===== src/rtl/tmr_pkg.sv =====
package tmr_pkg;
    // Byte access format carried in the control word
    typedef enum logic [1:0] {
        ACC_LATCH = 2'd0,
        ACC_LO    = 2'd1,
        ACC_HI    = 2'd2,
        ACC_LOHI  = 2'd3
    } acc_e;

    localparam int CW_SEL_LSB  = 6;
    localparam int CW_ACC_LSB  = 4;
    localparam int CW_MODE_LSB = 1;
    localparam int CW_BCD_BIT  = 0;
    localparam int SEL_W       = 2;
    localparam logic [2:0] MODE_SQUARE = 3'd3;
endpackage


===== src/rtl/tmr_decode.sv =====
module tmr_decode
    import tmr_pkg::*;
#(
    parameter int NUM_CH = 3,
    parameter int ADDR_W = 2,
    parameter int BUS_W  = 8
) (
    input  logic              wr_en,
    input  logic              rd_en,
    input  logic [ADDR_W-1:0] addr,
    input  logic [BUS_W-1:0]  wdata,
    output logic [NUM_CH-1:0] cfg_wr,
    output logic [NUM_CH-1:0] latch_cmd,
    output logic [NUM_CH-1:0] data_wr,
    output logic [NUM_CH-1:0] data_rd,
    output acc_e              cfg_acc,
    output logic              cfg_sq,
    output logic              cfg_bcd
);
    logic [SEL_W-1:0] sel;
    logic [2:0]       mode;
    logic             ctrl_hit;

    always_comb begin
        sel       = wdata[CW_SEL_LSB +: SEL_W];
        mode      = wdata[CW_MODE_LSB +: 3];
        cfg_acc   = acc_e'(wdata[CW_ACC_LSB +: 2]);
        cfg_sq    = (mode == MODE_SQUARE);
        cfg_bcd   = wdata[CW_BCD_BIT];
        ctrl_hit  = wr_en && (addr == ADDR_W'(NUM_CH));
        cfg_wr    = '0;
        latch_cmd = '0;
        data_wr   = '0;
        data_rd   = '0;
        for (int i = 0; i < NUM_CH; i++) begin
            // selector codes at or above NUM_CH match no channel
            if (ctrl_hit && sel == SEL_W'(i)) begin
                if (cfg_acc == ACC_LATCH) latch_cmd[i] = 1'b1;
                else                      cfg_wr[i]    = 1'b1;
            end
            if (wr_en && addr == ADDR_W'(i)) data_wr[i] = 1'b1;
            if (rd_en && addr == ADDR_W'(i)) data_rd[i] = 1'b1;
        end
    end
endmodule


===== src/rtl/tmr_channel.sv =====
module tmr_channel
    import tmr_pkg::*;
#(
    parameter int CNT_W = 16,
    parameter int BUS_W = 8
) (
    input  logic             clk,
    input  logic             rst_n,
    input  logic             tick,
    input  logic             gate,
    input  logic             cfg_wr,
    input  acc_e             cfg_acc,
    input  logic             cfg_sq,
    input  logic             cfg_bcd,
    input  logic             latch_cmd,
    input  logic             data_wr,
    input  logic             data_rd,
    input  logic [BUS_W-1:0] wdata,
    output logic [BUS_W-1:0] rdata,
    output logic             tout
);
    localparam int DIGITS = CNT_W / 4;

    typedef struct packed {
        logic [CNT_W-1:0] cnt;
        logic [CNT_W-1:0] reload;
        logic [CNT_W-1:0] snap;
        logic [BUS_W-1:0] lo_hold;
        acc_e             acc;
        logic             sq;
        logic             bcd;
        logic             armed;
        logic             held;
        logic             wr_hi;
        logic             rd_hi;
        logic             out;
        logic             gate_q;
    } ch_state_t;

    ch_state_t s_q, s_d;

    // Subtract 1..3 in binary or in packed BCD
    function automatic logic [CNT_W-1:0] sub_small(input logic [CNT_W-1:0] v,
                                                   input logic [1:0] k,
                                                   input logic bcd_mode);
        logic [CNT_W-1:0] r;
        int b;
        int t;
        r = '0;
        b = int'(k);
        t = 0;
        if (!bcd_mode) begin
            r = v - CNT_W'(k);
        end else begin
            for (int i = 0; i < DIGITS; i++) begin
                t = int'(v[4*i +: 4]) - b;
                if (t < 0) begin
                    t = t + 10;
                    b = 1;
                end else begin
                    b = 0;
                end
                r[4*i +: 4] = 4'(t);
            end
        end
        return r;
    endfunction

    logic [1:0]       step;
    logic             term;
    logic             load;
    logic             rd_done;
    logic             pick_hi;
    logic [CNT_W-1:0] nxt;
    logic [CNT_W-1:0] new_val;
    logic [CNT_W-1:0] src;

    always_comb begin
        s_d       = s_q;
        s_d.gate_q = gate;
        load      = 1'b0;
        new_val   = '0;
        rd_done   = 1'b0;

        // Square wave: an odd count takes 1 (high phase) or 3 (low phase) first
        if (!s_q.sq)        step = 2'd1;
        else if (s_q.cnt[0]) step = s_q.out ? 2'd1 : 2'd3;
        else                step = 2'd2;
        nxt  = sub_small(s_q.cnt, step, s_q.bcd);
        term = (s_q.cnt != '0) && (s_q.cnt <= CNT_W'(step));

        // gate low forces high, gate rise restarts, tick advances
        if (s_q.armed) begin
            if (!gate) begin
                s_d.out = 1'b1;
            end else if (!s_q.gate_q) begin
                s_d.cnt = s_q.reload;
            end else if (tick) begin
                if (term) begin
                    s_d.cnt = s_q.reload;
                    s_d.out = s_q.sq ? !s_q.out : 1'b0;
                end else begin
                    s_d.cnt = nxt;
                    if (!s_q.sq) s_d.out = 1'b1;
                end
            end
        end

        // Readback: snapshot when held, live count otherwise
        src     = s_q.held ? s_q.snap : s_q.cnt;
        pick_hi = (s_q.acc == ACC_HI) || (s_q.acc == ACC_LOHI && s_q.rd_hi);
        rdata   = pick_hi ? src[CNT_W-1 -: BUS_W] : src[BUS_W-1:0];
        if (data_rd) begin
            rd_done = (s_q.acc != ACC_LOHI) || s_q.rd_hi;
            if (s_q.acc == ACC_LOHI) s_d.rd_hi = !s_q.rd_hi;
            if (rd_done) s_d.held = 1'b0;
        end

        if (latch_cmd && !s_q.held) begin
            s_d.snap = s_q.cnt;
            s_d.held = 1'b1;
        end

        // count load in the programmed byte format
        if (data_wr) begin
            case (s_q.acc)
                ACC_LO: begin
                    new_val[BUS_W-1:0] = wdata;
                    load = 1'b1;
                end
                ACC_HI: begin
                    new_val[CNT_W-1 -: BUS_W] = wdata;
                    load = 1'b1;
                end
                ACC_LOHI: begin
                    if (!s_q.wr_hi) begin
                        s_d.lo_hold = wdata;
                        s_d.wr_hi   = 1'b1;
                    end else begin
                        new_val[BUS_W-1:0]        = s_q.lo_hold;
                        new_val[CNT_W-1 -: BUS_W] = wdata;
                        s_d.wr_hi = 1'b0;
                        load      = 1'b1;
                    end
                end
                default: ;
            endcase
        end
        if (load) begin
            s_d.reload = new_val;
            s_d.cnt    = new_val;
            s_d.armed  = 1'b1;
            s_d.out    = 1'b1;
        end

        // new configuration halts the counter
        if (cfg_wr) begin
            s_d.acc   = cfg_acc;
            s_d.sq    = cfg_sq;
            s_d.bcd   = cfg_bcd;
            s_d.armed = 1'b0;
            s_d.out   = 1'b1;
            s_d.held  = 1'b0;
            s_d.wr_hi = 1'b0;
            s_d.rd_hi = 1'b0;
        end
    end

    always_ff @(posedge clk) begin
        if (!rst_n) begin
            s_q        <= '0;
            s_q.acc    <= ACC_LOHI;
            s_q.out    <= 1'b1;
            s_q.gate_q <= 1'b1;
        end else begin
            s_q <= s_d;
        end
    end

    assign tout = s_q.out;
endmodule


===== src/rtl/tmr3_top.sv =====
module tmr3_top
    import tmr_pkg::*;
#(
    parameter int NUM_CH = 3,
    parameter int CNT_W  = 16,
    parameter int BUS_W  = 8,
    parameter int ADDR_W = $clog2(NUM_CH + 1)
) (
    input  logic              clk,
    input  logic              rst_n,
    input  logic              wr_en,
    input  logic              rd_en,
    input  logic [ADDR_W-1:0] addr,
    input  logic [BUS_W-1:0]  wdata,
    output logic [BUS_W-1:0]  rdata,
    input  logic [NUM_CH-1:0] tick,
    input  logic [NUM_CH-1:0] gate,
    output logic [NUM_CH-1:0] tmr_out
);
    logic [NUM_CH-1:0] cfg_wr, latch_cmd, data_wr, data_rd;
    acc_e              cfg_acc;
    logic              cfg_sq, cfg_bcd;
    logic [BUS_W-1:0]  ch_rd [NUM_CH];

    tmr_decode #(.NUM_CH(NUM_CH), .ADDR_W(ADDR_W), .BUS_W(BUS_W)) u_decode (
        .wr_en     (wr_en),
        .rd_en     (rd_en),
        .addr      (addr),
        .wdata     (wdata),
        .cfg_wr    (cfg_wr),
        .latch_cmd (latch_cmd),
        .data_wr   (data_wr),
        .data_rd   (data_rd),
        .cfg_acc   (cfg_acc),
        .cfg_sq    (cfg_sq),
        .cfg_bcd   (cfg_bcd)
    );

    for (genvar g = 0; g < NUM_CH; g++) begin : g_ch
        tmr_channel #(.CNT_W(CNT_W), .BUS_W(BUS_W)) u_ch (
            .clk       (clk),
            .rst_n     (rst_n),
            .tick      (tick[g]),
            .gate      (gate[g]),
            .cfg_wr    (cfg_wr[g]),
            .cfg_acc   (cfg_acc),
            .cfg_sq    (cfg_sq),
            .cfg_bcd   (cfg_bcd),
            .latch_cmd (latch_cmd[g]),
            .data_wr   (data_wr[g]),
            .data_rd   (data_rd[g]),
            .wdata     (wdata),
            .rdata     (ch_rd[g]),
            .tout      (tmr_out[g])
        );
    end

    always_comb begin
        rdata = '0;
        for (int i = 0; i < NUM_CH; i++) begin
            if (rd_en && addr == ADDR_W'(i)) rdata = ch_rd[i];
        end
    end
endmodule


===== config.mk =====
export PLATFORM = sky130hd
export DESIGN_NAME = tmr3_top
export DESIGN_NICKNAME = d
export VERILOG_FILES = /design/src/rtl/tmr_pkg.sv /design/src/rtl/tmr_decode.sv /design/src/rtl/tmr_channel.sv /design/src/rtl/tmr3_top.sv
export SDC_FILE = /design/constraint.sdc
export NUM_CORES = 1
export LEC_CHECK = 0
export BUFFER_PORTS_ARGS = -buffer_cell sky130_fd_sc_hd__buf_4
export CORE_MARGIN = 1.5
export CORE_UTILIZATION = 46
export DETAILED_ROUTE_END_ITERATION = 8
export PLACE_DENSITY = 0.72
export SYNTH_ARGS = -nofsm -noshare
export SYNTH_HDL_FRONTEND = slang
export SYNTH_SLANG_ARGS = --single-unit

===== constraint.sdc =====
create_clock -name clk -period 13.4 [get_ports clk]
set_input_delay 1.34 -clock clk [delete_from_list [all_inputs] [get_ports clk]]
set_output_delay 1.34 -clock clk [all_outputs]
set_load 0.005 [all_outputs]

[Word-level counts from Yosys, hierarchy flattened]
Cells that the tools add are included.
Operators by class
  add/subtract/negate cells: 27
  $lt $le $gt $ge: 15
  equal/unequal tests: 30
  mux-type cells: 134
  bitwise operators: 4
  reduce and logical (&&, ||, !) cells: 79
Operators by type and width (count)
  $mux 16: 27
  $mux 32: 12
  $lt 32x1->1 const B: 9
  $sub 5x32->32: 9
  $pmux 8 s2: 6
  $mux 1: 59
  $add 4x4->4 const B: 12
  $le 16x2->1: 3
  $mux 4: 12
  $mux 8: 6
  $reduce_bool 16->1: 3
  $sub 16x2->16: 3
  $reduce_bool 2->1: 12
  $logic_and 1x1->1: 19
  $eq 2x2->1 const B: 9
  $mux 2: 9
  $ne 3x3->1 const B: 6
  $reduce_and 2->1: 9
  $reduce_and 3->1: 6
  $lt 5x1->1 const B: 3
  $sub 4x2->5: 3
  $ne 2x1->1 const B: 6
  $reduce_and 4->1: 3
  $reduce_or 2->1: 6
  other kinds (9): 37
Storage, ports and cells
  register bits: 198
  input port bits: 20
  output and inout bits: 11
  word-level logic and storage cells: 328

[Logic depth before layout (Yosys ltp)]
Gate-level depths: netlist of the first run.
  depth after elaboration: 25
  mapped depth: 21
  gate-level depth less buffers: 20

[Modules after synthesis]
From an unflattened synthesis of the first run, not the netlist that was laid out.
Second synthesis, totals
  cell total of the unflattened synthesis: 1446
  area total of the unflattened synthesis: 12065.3 sq um
By module, submodules not included
  tmr_channel: instances 3, cells an instance 463, area an instance 3882.5 sq um, seq. area each 1321.3 sq um
  tmr3_top: instances 1, cells an instance 35, area an instance 270.3 sq um, seq. area each 0.0 sq um
  tmr_decode: instances 1, cells an instance 22, area an instance 147.6 sq um, seq. area each 0.0 sq um

[Worst setup path before layout of the first run]
OpenSTA, ideal clock, no wires.
  path type: register -> register
  start point: register g_ch[0].u_ch.s_q[50] in the netlist's numbering
  end point: register g_ch[0].u_ch.s_q[63] in the netlist's numbering
  setup time: 127 ps
  arrival time: 4109 ps
  required time: 13273 ps
  path slack: 9164 ps
  cell stages (with the launch flop): 20
  buffers on the path: 1
  period minus slack after synthesis: 4236 ps
  cell sequence: dfxtp_1 -> clkbuf_1 -> or2_2 -> fa_1 -> or3_1 -> inv_1 -> ha_1 -> and2_1 -> ha_1 -> ha_1 -> and2_1 -> ha_1 -> ha_1 -> nor3b_1 -> ha_1 -> xor2_1 -> a22oi_1 -> xor2_1 -> nor4_1 -> or3_1
On the way
  longest elaborated chain between the ends: 24
  elaborated cells on any way between the ends: 29
  classes of those cells: 6 x add/sub; 5 x order compare; 16 x mux; 2 x reduce/logical
RTL lines
  start: declaration: line tmr_channel.sv:40  | ch_state_t s_q, s_d;
  $mux 2: line tmr_channel.sv:87  | else if (s_q.cnt[0]) step = s_q.out ? 2'd1 : 2'd3;
  $mux 2: line tmr_channel.sv:86  | if (!s_q.sq) step = 2'd1;
  $sub 4x2->5: line tmr_channel.sv:56  | t = int'(v[4*i +: 4]) - b;
  $lt 5x1->1: line tmr_channel.sv:57  | if (t < 0) begin
  $mux 1: line tmr_channel.sv:57
  $mux 32: line tmr_channel.sv:52  | if (!bcd_mode) begin
  $sub 5x32->32: line tmr_channel.sv:56
  $lt 32x1->1: line tmr_channel.sv:57
  (+8 left out)
  $mux 4: line tmr_channel.sv:57
  $mux 16: line tmr_channel.sv:52
  $mux 16 (*): line tmr_channel.sv:99  | if (term) begin
  $mux 16 (*): line tmr_channel.sv:98  | end else if (tick) begin
  $mux 16 (*): line tmr_channel.sv:96  | end else if (!s_q.gate_q) begin
  $mux 16 (*): line tmr_channel.sv:94  | if (!gate) begin
  $mux 16 (*): line tmr_channel.sv:93  | if (s_q.armed) begin
  $mux 32 (*): line tmr_channel.sv:149  | if (load) begin
Every way passes the cells marked *; elsewhere a longest branch is shown, timed or not. The select of a mux whose other input is x is not followed.
A chain may end at the register's enable or synchronous reset.

[Worst setup path in the final report of the first run]
  start point: register g_ch[1].u_ch.s_q[50] in the netlist's numbering
  end point: register g_ch[1].u_ch.s_q[63] in the netlist's numbering
On the way
  longest elaborated chain between the ends: 24
  elaborated cells on any way between the ends: 29
  classes of those cells: 6 x add/sub; 5 x order compare; 16 x mux; 2 x reduce/logical
RTL lines (line)
  start: declaration: tmr_channel.sv:40
  $mux 2: tmr_channel.sv:87
  $mux 2: tmr_channel.sv:86
  $sub 4x2->5: tmr_channel.sv:56
  $lt 5x1->1: tmr_channel.sv:57
  $mux 1: tmr_channel.sv:57
  $mux 32: tmr_channel.sv:52
  $sub 5x32->32: tmr_channel.sv:56
  $lt 32x1->1: tmr_channel.sv:57
  (+8 left out)
  $mux 4: tmr_channel.sv:57
  $mux 16: tmr_channel.sv:52
  $mux 16 (*): tmr_channel.sv:99
  $mux 16 (*): tmr_channel.sv:98
  $mux 16 (*): tmr_channel.sv:96
  $mux 16 (*): tmr_channel.sv:94
  $mux 16 (*): tmr_channel.sv:93
  $mux 32 (*): tmr_channel.sv:149
Marks and branches as above.

==> metrics.csv, run 1 <==
metric;value;unit
Worst Path Max Fanout;8;
pwr/cell area;109.0;nW/um2
critical path data arrival time;5.07;ns
sequential cell area;3964;um2
GR Overflow Total;0;
# H-tree levels;4;
Initial Util;46.91;%
Warnings, synthesis;0;
Final WS setup;8.670;ns
Ant. Diodes;0;
CTS Root Cell;clkbuf_16;
largest area contributor in the netlist;dfxtp_1;
sequential area share after synthesis;33.56;%
worst-skew pair later-pin latency;0.44;ns
Die W;163.3;um
WS Path Type;register to register;
CTS Buf Count;17;
MaxCap Viol Count;0;
prevailing post-synth register cell;dfxtp_1;
ys async rst share;0;%
clock buffer depth;2;
die extent in y;163.3;um
leakage;4.595;nW
Hold Path Class;register to register;
fmax;0.2114;GHz
CP Capture Type;register;
vias per std cell;5.990;
outcome;complete, no violations;
max_slew headroom;20.44;%
core area;25180;um2
Sink Count;198;
I/O pin count;31;
Post-CTS Setup Bufs;0;
layout cells sized above 1;8.605;%
# resized after CTS;0;
routability congestion estimate;0.9266;
Filler Cells Inserted;2365;
# port buffers;30;
CP startpoint kind;register;
Layout area overhead;7.266;%
initial DRC count;1054;
wirelength, routed;32800;um
total track usage;25.23;%
Antenna Violating Nets Remaining;0;
clk slew on worst S/H paths;0.07;ns
Slew Viols, Final;0;
most frequent cells in the layout;nand2_1, dfxtp_1, a21oi_1, nor2_1, o21ai_0;
Least-Margin Pin Slew;1.189;ns
DRC violations left;0;
wire length per cell;18.52;um
synth unique cells;74;
synthesized cell area;11810;um2
vias in the first global route;9925;
Area contributors post-synth;dfxtp_1, nand2_1, a21oi_1;
cts hold-fix bufs;0;
FP Rows;58;
Clock Skews;0.01264;ns
most common cell after layout, fill and taps aside;nand2_1;
Initial DRT Pass Iterations;6;
CTS tree;yes;
Final setup violation count;0;
required time of the worst setup path;13.74;ns
RSZ-0062 raised after global routing;false;
Post-synth EDFFs;0;
Die ar.;26650;um2
share of the synthesized area in the top cell type;33.56;%
# nets final;1505;
pre-CTS setup slack;8.754;ns
Fin. Hold Viols;0;
Syn Nets;1554;
first-pass GRT wire length;53030;um
Final HPWL DP;22740;um
multi-input logic area;7199;um2
largest net degree at the start of global routing;80;
post-route setup TNS;0;ns
initial antenna violation count;0;
Tcrit/Tclk final;35.30;%
Worst VDD drop;0.06700;mV
min Tclk post-route;4.730;ns
Syn Inst Count;1477;
via count;10609;
synthesis-stage register bit count;198;
Mean Syn Cell Area;7.998;um2
[stage by stage]
step           area (um2)  cells  hold WS, ns  power [mW]  util (%)
2_1_floorplan       11810   1477       0.4311      0.8248         -
3_3_place_gp        12100   1739       0.4381      0.8766     48.07
3_5_place_dp        12100   1739       0.4453      0.8854     48.07
4_1_cts             12670   1771       0.4552       1.386     50.32
5_1_grt             12670   1771       0.4678       1.441     50.32
6_report            12670   1771       0.4538       1.381     50.32
[Yosys cell counts, types with 4 or more instances]
| library cell | count |
|---|---|
| and2_1 | 10 |
| inv_1 | 53 |
| nand4_1 | 9 |
| xnor2_1 | 44 |
| ha_1 | 54 |
| a21oi_1 | 145 |
| nand3_1 | 28 |
| nor2_1 | 135 |
| buf_2 | 6 |
| dfxtp_1 | 198 |
| a311oi_1 | 13 |
| a41oi_1 | 6 |
| mux4_2 | 24 |
| or4_1 | 5 |
| mux2i_1 | 41 |
| a221o_1 | 5 |
| o31ai_1 | 4 |
| nor4_1 | 13 |
| or2_2 | 7 |
| nor2b_1 | 8 |
| buf_1 | 10 |
| mux2_2 | 4 |
| o21ai_0 | 57 |
| a31oi_1 | 15 |
| xor2_1 | 24 |
| o21a_1 | 10 |
| a22o_1 | 10 |
| clkbuf_1 | 89 |
| o211ai_1 | 25 |
| a221oi_1 | 6 |
| a22oi_1 | 19 |
| o21ai_1 | 9 |
| and3_1 | 7 |
| nand2_1 | 247 |
| buf_4 | 4 |
| o2111ai_1 | 8 |
| a211oi_1 | 5 |
| or3_1 | 6 |
| nor3b_1 | 11 |
| nand2b_1 | 18 |
| nor3_1 | 30 |
[registers in the layout (all words and copies together), names as in the netlist]
register,count
g_ch.u_ch.tout,3
g_ch.u_ch.s_q,195
[layout make-up]
| class | count | area share [%] |
|---|---|---|
| sequential | 198 | 31.28 |
| multi-input combinational | 1113 | 56.82 |
| tap | 330 | 3.259 |
| clock buffer | 19 | 3.496 |
| timing repair buffer | 42 | 2.488 |
| clock inverter | 13 | 0.9776 |
| inverter | 56 | 1.679 |
[metal layers]
metal  vias up  part of all wire, %  global-route usage [%]
met5         -                    0                       0
met1      5103                   43                   32.81
met3        58                  7.1                   4.799
met4         0                  2.8                   8.841
met2       341                   47                   41.66
li1       5107                    -                       -
[critical path: stages (launching register included)]
cell,delay (ns)
dfxtp_1,0.37
or2_2,0.34
fa_1,0.48
nor3_1,0.55
ha_1,0.29
and2_1,0.13
ha_1,0.25
ha_1,0.20
nor3b_1,0.19
ha_1,0.30
ha_1,0.26
nor3b_1,0.22
ha_1,0.28
xnor2_1,0.10
o32ai_1,0.19
xnor2_1,0.17
o2111ai_1,0.10
and3_1,0.20
[cells by family after synthesis]
| logic type | share of synthesized area, % |
|---|---|
| AND/OR/NAND/NOR | 21.16 |
| flip-flops | 33.56 |
| buffers and inverters | 5.529 |
| multiplexers | 8.431 |
| XOR/XNOR | 5.042 |
| AO/OA/AOI/OAI | 20.05 |
| adder cells (fa/ha/maj) | 6.228 |
[power by group]
| part | internal, mW | leakage (nW) | total, mW | switching (mW) |
|---|---|---|---|---|
| clock | 0.264 | 0.269 | 0.506 | 0.242 |
| sequential | 0.597 | 1.60 | 0.610 | 0.0133 |
| combinational | 0.116 | 2.73 | 0.266 | 0.149 |
[worst paths after layout]
check | slack (ns) | cells after the start | to | start
setup / recovery | 8.67 | 17 | g_ch[1].u_ch.s_q[63] | g_ch[1].u_ch.s_q[50]
hold / removal | 0.45 | 2 | g_ch[2].u_ch.s_q[25] | g_ch[2].u_ch.s_q[25]
setup reg to reg | 8.67 | 17 | g_ch[1].u_ch.s_q[63] | g_ch[1].u_ch.s_q[50]
hold reg to reg | 0.45 | 2 | g_ch[2].u_ch.s_q[25] | g_ch[2].u_ch.s_q[25]
Note: power is estimated with default switching activity, not from simulation.
==> run 2: changes to the inputs <==
Settings changed: ABC_AREA set to 1, PLACE_DENSITY 0.72 to 0.74.
Clock period 13.4 ns to 4 ns, I/O delays scaled along.
==> metrics.csv, run 2 <==
metric;value;unit;change
Clock Skews;0.01077;ns;was 0.01264 ns
GR Overflow Total;0;;unchanged
DRC violations left;0;;unchanged
CP top delay family;adder cells;;unchanged
Final HPWL DP;25640;um;was 22740 um
vias in the first global route;11031;;was 9925
Design Area, Final;13130;um2;was 12670 um2
critical path data arrival time;4.06;ns;was 5.07 ns
CP peak stage delay;0.39;ns;was 0.55 ns
most common cell after layout, fill and taps aside;nand2_1;;unchanged
Ant. Diodes;0;;unchanged
Pwr Total;4.873;mW;was 1.381 mW
Warnings, synthesis;0;;unchanged
DP Cell Count;2155;;was 1739
initial antenna violation count;0;;unchanged
CTS Root Cell;clkbuf_16;;unchanged
CTS tree;yes;;unchanged
WS Path Type;register to register;;unchanged
Least-Margin Pin Slew;1.081;ns;was 1.189 ns
ordered list of cells on the worst path;inv_2 -> o21ai_1 -> fa_2 -> inv_2 -> nand2_2 -> inv_1 -> ha_1 -> nor3b_2 -> ha_2 -> ha_1 -> inv_1 -> nor2_1 -> ha_2 -> ha_2 -> inv_1 -> nor2_1 -> ha_2 -> inv_1 -> o21a_1 -> nor3_1 -> nor2_1 -> nand2_1 -> nand2_1 -> a21oi_1;;was or2_2 -> fa_1 -> nor3_1 -> ha_1 -> and2_1 -> ha_1 -> ha_1 -> nor3b_1 -> ha_1 -> ha_1 -> nor3b_1 -> ha_1 -> xnor2_1 -> o32ai_1 -> xnor2_1 -> o2111ai_1 -> and3_1
RSZ-0062 raised after global routing;true;;was false
sequential area share after synthesis;32.79;%;was 33.56%
wire length per cell;16.29;um;was 18.52 um
slowest CP cell;fa_2;;was nor3_1
clk slew on worst S/H paths;0.08;ns;was 0.07 ns
CP Capture Type;register;;unchanged
leakage;5.965;nW;was 4.595 nW
CTS Buf Count;17;;unchanged
routability congestion estimate;0.9260;;was 0.9266
core area;25910;um2;was 25180 um2
Final setup violation count;0;;unchanged
Mean Syn Cell Area;6.485;um2;was 7.998 um2
total track usage;26.69;%;was 25.23%
Sink Count;198;;unchanged
outcome;complete, no violations;;unchanged
# H-tree levels;4;;unchanged
multi-input logic area;7003;um2;was 7199 um2
area post-placement;12420;um2;was 12100 um2
FP Rows;59;;was 58
MaxCap Viol Count;0;;unchanged
Slew Viols, Final;0;;unchanged
max_slew headroom;27.85;%;was 20.44%
min Tclk post-route;3.693;ns;was 4.730 ns
prevailing post-synth register cell;dfxtp_1;;unchanged
Initial Util;46.65;%;was 46.91%
I/O pin count;31;;unchanged
most frequent cells in the layout;nand2_1, o21ai_0, dfxtp_1, a21oi_1, inv_1;;was nand2_1, dfxtp_1, a21oi_1, nor2_1, o21ai_0
layout cells sized above 1;7.639;%;was 8.605%
first-pass GRT wire length;57040;um;was 53030 um
initial DRC count;1292;;was 1054
via count;12422;;was 10609
Synth top cells by count;nand2_1, o21ai_0, dfxtp_1, inv_1, a21oi_1;;was nand2_1, dfxtp_1, a21oi_1
# port buffers;30;;unchanged
wirelength, routed;35740;um;was 32800 um
pwr/cell area;371.3;nW/um2;was 109.0 nW/um2
Worst Path Max Fanout;5;;was 8
Antenna Violating Nets Remaining;0;;unchanged
Area contributors post-synth;dfxtp_1, nand2_1, o21ai_0;;was dfxtp_1, nand2_1, a21oi_1
largest area contributor in the netlist;dfxtp_1;;unchanged
die extent in y;165.1;um;was 163.3 um
Layout area overhead;8.581;%;was 7.266%
vias per std cell;5.662;;was 5.990
fmax;0.2708;GHz;was 0.2114 GHz
number of flip-flops in the largest register;195;;unchanged
CP bufs+invs;6;;was 0
Syn Inst Count;1864;;was 1477
Post-Layout Cell Count;2194;;was 1771
Die ar.;27260;um2;was 26650 um2
worst-skew pair later-pin latency;0.45;ns;was 0.44 ns
Die W;165.1;um;was 163.3 um
required time of the worst setup path;4.36;ns;was 13.74 ns
Biggest register;g_ch.u_ch.s_q;;unchanged
Worst VDD drop;0.3118;mV;was 0.06700 mV
count leader, synth;nand2_1;;unchanged
# nets final;1923;;was 1505
Syn Nets;1941;;was 1554
clock buffer depth;2;;unchanged
CP startpoint kind;register;;unchanged
largest net degree at the start of global routing;95;;was 80
sequential cell area;3965;um2;was 3964 um2
Post-synth EDFFs;0;;unchanged
synthesis-stage register bit count;198;;unchanged
Fin. Hold Viols;0;;unchanged
Filler Cells Inserted;2590;;was 2365
synthesized cell area;12090;um2;was 11810 um2
Hold Path Class;input port to register;;was register to register
Initial DRT Pass Iterations;5;;was 6
synth unique cells;36;;was 74
ys async rst share;0;%;unchanged
Tcrit/Tclk final;92.33;%;was 35.30%
share of the synthesized area in the top cell type;32.79;%;was 33.56%
==> run 2: power breakdown <==
group	total (mW)	switching, mW	internal [mW]
combinational	1.07	0.680	0.388
clock	1.76	0.869	0.889
sequential	2.05	0.0386	2.01
total	4.87	1.59	3.28
==> run 2: path summary, 6_finish.rpt <==
kind | startpoint | cells past startpoint | endpoint | slack (ns)
setup / recovery | g_ch[1].u_ch.s_q[50] | 24 | g_ch[1].u_ch.s_q[65] | 0.31
hold / removal | gate[1] | 2 | g_ch[1].u_ch.s_q[0] | 0.17
setup reg to reg | g_ch[1].u_ch.s_q[50] | 24 | g_ch[1].u_ch.s_q[65] | 0.31
hold reg to reg | g_ch[0].u_ch.s_q[40] | 2 | g_ch[0].u_ch.s_q[40] | 0.48
==> run 2: area by class of cell <==
| cell class | count | share of cell area (%) |
|---|---|---|
| Tap cell | 335 | 3.194 |
| Inverter | 212 | 6.063 |
| Timing Repair Buffer | 45 | 2.669 |
| Sequential cell | 198 | 30.21 |
| Multi-Input combinational cell | 1372 | 53.36 |
| Clock buffer | 18 | 3.270 |
| Clock inverter | 14 | 1.239 |
==> run 2: timing repair <==
item,4_1_cts,5_1_grt
gates cloned,0,0
pin swaps,0,3
buffers inserted,0,7
hold buffers,0,0
setup endpoints to repair,2,8
resized for setup,2,23
==> run 2: logic make-up after synthesis <==
logic type                 count (synthesis)  share of synthesized area, %
AOI/OAI and AO/OA                        480                         21.36
and+or+nand+nor                          809                         28.14
buffers and inverters                    294                         9.730
adders and majority gates                 57                         6.086
xor gates and xnor gates                  26                         1.884
DFF                                      198                         32.79
==> run 2: layer usage <==
metal	GRT usage, %	up-vias	wire length, um
met1	37.38	5774	16430
met4	7.084	0	591
met3	4.021	54	2695
li1	-	6119	-
met5	0	-	0
met2	42.66	475	16020
==> run 2: metrics by stage <==
step / setup WS, ns / setup TNS [ns] / hold slack (ns) / util (%)
3_3_place_gp: 0.2657 / 0 / 0.4563 / 47.95
6_report: 0.3067 / 0 / 0.1672 / 50.65
3_5_place_dp: 0.01082 / 0 / 0.4660 / 47.95
4_1_cts: 0.05119 / 0 / 0.1565 / 50.24
5_1_grt: -0.02001 / -0.02001 / 0.1616 / 50.65
2_1_floorplan: 0.5243 / 0 / 0.4451 / -
==> run 3: changes to the inputs <==
Settings changed: PLACE_DENSITY 0.74 to 0.72.
Clock period 4 ns to 3.9 ns, I/O delays scaled along.
==> metrics.csv, run 3 (synthesis gave the netlist of run 2 again) <==
metric;value;unit;change
outcome;complete, no violations;;unchanged
total track usage;26.51;%;was 26.69%
reg2reg path depth;25;;was 24
most frequent cells in the layout;nand2_1, o21ai_0, dfxtp_1, a21oi_1, inv_1;;unchanged
Antenna Violating Nets Remaining;0;;unchanged
clk slew on worst S/H paths;0.08;ns;about the same
Post-Layout Cell Count;2192;;was 2194
DP Cell Count;2158;;was 2155
min Tclk post-route;3.598;ns;was 3.693 ns
Clock Skews;0.01291;ns;was 0.01077 ns
largest net degree at the start of global routing;51;;was 95
worst-skew pair later-pin latency;0.45;ns;about the same
first-pass GRT wire length;57100;um;was 57040 um
GR Overflow Total;0;;unchanged
Worst Path Max Fanout;5;;unchanged
routability congestion estimate;0.9572;;was 0.9260
CTS tree;yes;;unchanged
die extent in y;165.1;um;unchanged
Final WS setup;0.3023;ns;was 0.3067 ns
Ant. Diodes;0;;unchanged
initial antenna violation count;0;;unchanged
Least-Margin Pin Slew;1.101;ns;was 1.081 ns
post-route setup TNS;0;ns;unchanged
via count;12197;;was 12422
crit path launch;g_ch[2].u_ch.s_q[7];;was g_ch[1].u_ch.s_q[50]
required time of the worst setup path;4.28;ns;was 4.36 ns
pwr/cell area;379.1;nW/um2;was 371.3 nW/um2
Initial Util;46.65;%;unchanged
CP Capture Type;register;;unchanged
DRC violations left;0;;unchanged
initial DRC count;1048;;was 1292
# H-tree levels;4;;unchanged
Sink Count;198;;unchanged
clock buffer depth;2;;unchanged
cts hold-fix bufs;0;;unchanged
Min Hold Slack;0.1667;ns;was 0.1672 ns
FP Rows;59;;unchanged
hold_sp;gate[1];;unchanged
Die ar.;27260;um2;unchanged
area post-placement;12430;um2;was 12420 um2
CTS Root Cell;clkbuf_16;;unchanged
CP startpoint kind;register;;unchanged
Slew Viols, Final;0;;unchanged
Tcrit/Tclk final;92.25;%;was 92.33%
number of flip-flops in the largest register;195;;unchanged
wirelength, routed;34990;um;was 35740 um
RSZ-0062 raised after global routing;false;;was true
Initial DRT Pass Iterations;6;;was 5
Worst VDD drop;0.2483;mV;was 0.3118 mV
layout cells sized above 1;7.593;%;was 7.639%
WS Path Type;register to register;;unchanged
Design Area, Final;13100;um2;was 13130 um2
# nets final;1922;;was 1923
Biggest register;g_ch.u_ch.s_q;;unchanged
R2R Path End;g_ch[2].u_ch.s_q[65];;was g_ch[1].u_ch.s_q[65]
Worst Setup EP;g_ch[2].u_ch.s_q[65];;was g_ch[1].u_ch.s_q[65]
vias in the first global route;11002;;was 11031
Fin. Hold Viols;0;;unchanged
Reg2Reg Launch Point;g_ch[2].u_ch.s_q[7];;was g_ch[1].u_ch.s_q[50]
worst reg2reg setup slack;0.30;ns;was 0.31 ns
fmax;0.2780;GHz;was 0.2708 GHz
Layout area overhead;8.363;%;was 8.581%
I/O pin count;31;;unchanged
Die W;165.1;um;unchanged
Hold Path Class;input port to register;;unchanged
max_slew headroom;26.47;%;was 27.85%
pre-CTS setup slack;0.06672;ns;was 0.01082 ns
wire length per cell;15.96;um;was 16.29 um
# port buffers;30;;unchanged
Final HPWL DP;25860;um;was 25640 um
leakage;5.968;nW;was 5.965 nW
most common cell after layout, fill and taps aside;nand2_1;;unchanged
MaxCap Viol Count;0;;unchanged
vias per std cell;5.564;;was 5.662
CTS Buf Count;17;;unchanged
core area;25910;um2;unchanged
Final setup violation count;0;;unchanged
critical path data arrival time;3.98;ns;was 4.06 ns
==> run 3: cell types whose count changed in the layout (fill, tap and decap cells not counted), sizes merged <==
cell      delta
clkinv       -3
clkbuf       +1
clkinvlp     -2
inv          +3
buf          -1
==> run 3: through the flow <==
| stage | utilization (%) | total power, mW |
|---|---|---|
| after floorplan | - | 2.915 |
| after global placement | 47.99 | 3.150 |
| after detailed placement | 47.99 | 3.176 |
| after CTS | 50.24 | 4.949 |
| after global routing | 50.55 | 5.223 |
| final | 50.55 | 4.966 |
==> run 3: layout make-up <==
| class | count | area [um2] |
|---|---|---|
| Clock buffer | 19 | 452.9 |
| Multi-Input combinational cell | 1372 | 7007 |
| Timing Repair Buffer | 44 | 330.3 |
| Tap cell | 335 | 419.2 |
| Sequential cell | 198 | 3964 |
| Fill cell | 2592 | 12810 |
| Inverter | 212 | 795.8 |
| Clock inverter | 12 | 130.1 |
==> run 3: power breakdown <==
group	internal [mW]	leakage (nW)	switching, mW
combinational	0.388	4.08	0.687
clock	0.936	0.286	0.857
sequential	2.06	1.60	0.0396
total	3.38	5.97	1.58
==> run 3: routing by layer <==
metal | share of wire [%] | up-vias | global-route usage (%)
met5 | 0 | - | 0
met4 | 2.2 | 0 | 8.149
met3 | 6.9 | 57 | 4.121
met2 | 44 | 388 | 41.29
met1 | 47 | 5627 | 37.48
li1 | - | 6125 | -
==> run 3: how the worst min path moves through the flow <==
stage | to | slack [ns] | cells past startpoint
final | g_ch[1].u_ch.s_q[0] | 0.17 | 2
after CTS | g_ch[1].u_ch.s_q[0] | 0.15 | 2
after global placement | g_ch[2].u_ch.s_q[37] | 0.45 | 2
after floorplan | g_ch[2].u_ch.s_q[36] | 0.45 | 2
after global routing | g_ch[1].u_ch.s_q[0] | 0.16 | 2
after detailed placement | g_ch[2].u_ch.s_q[36] | 0.46 | 2
==> run 3: worst max-delay path, cell delays in order (launching register included) <==
cell and delay, ns:
dfxtp_1 0.35, inv_1 0.11, nand2_2 0.09, fa_2 0.37
inv_1 0.06, nand2_1 0.06, inv_1 0.10, ha_1 0.17
inv_1 0.04, nor2_1 0.11, ha_2 0.20, ha_1 0.17
inv_1 0.06, nor2_2 0.11, ha_2 0.20, buf_4 0.13
ha_1 0.14, nand2_1 0.07, xor2_1 0.16, ha_1 0.22
o21a_1 0.18, nor3_1 0.13, nor2_1 0.07, nand2_1 0.08
nand2_1 0.04, a21oi_1 0.13
==> run 3: timing repair <==
| item | in CTS | in global routing |
|---|---|---|
| setup endpoints to repair | 0 | 8 |
| setup buffers | 0 | 3 |
| gates resized for setup | 0 | 25 |
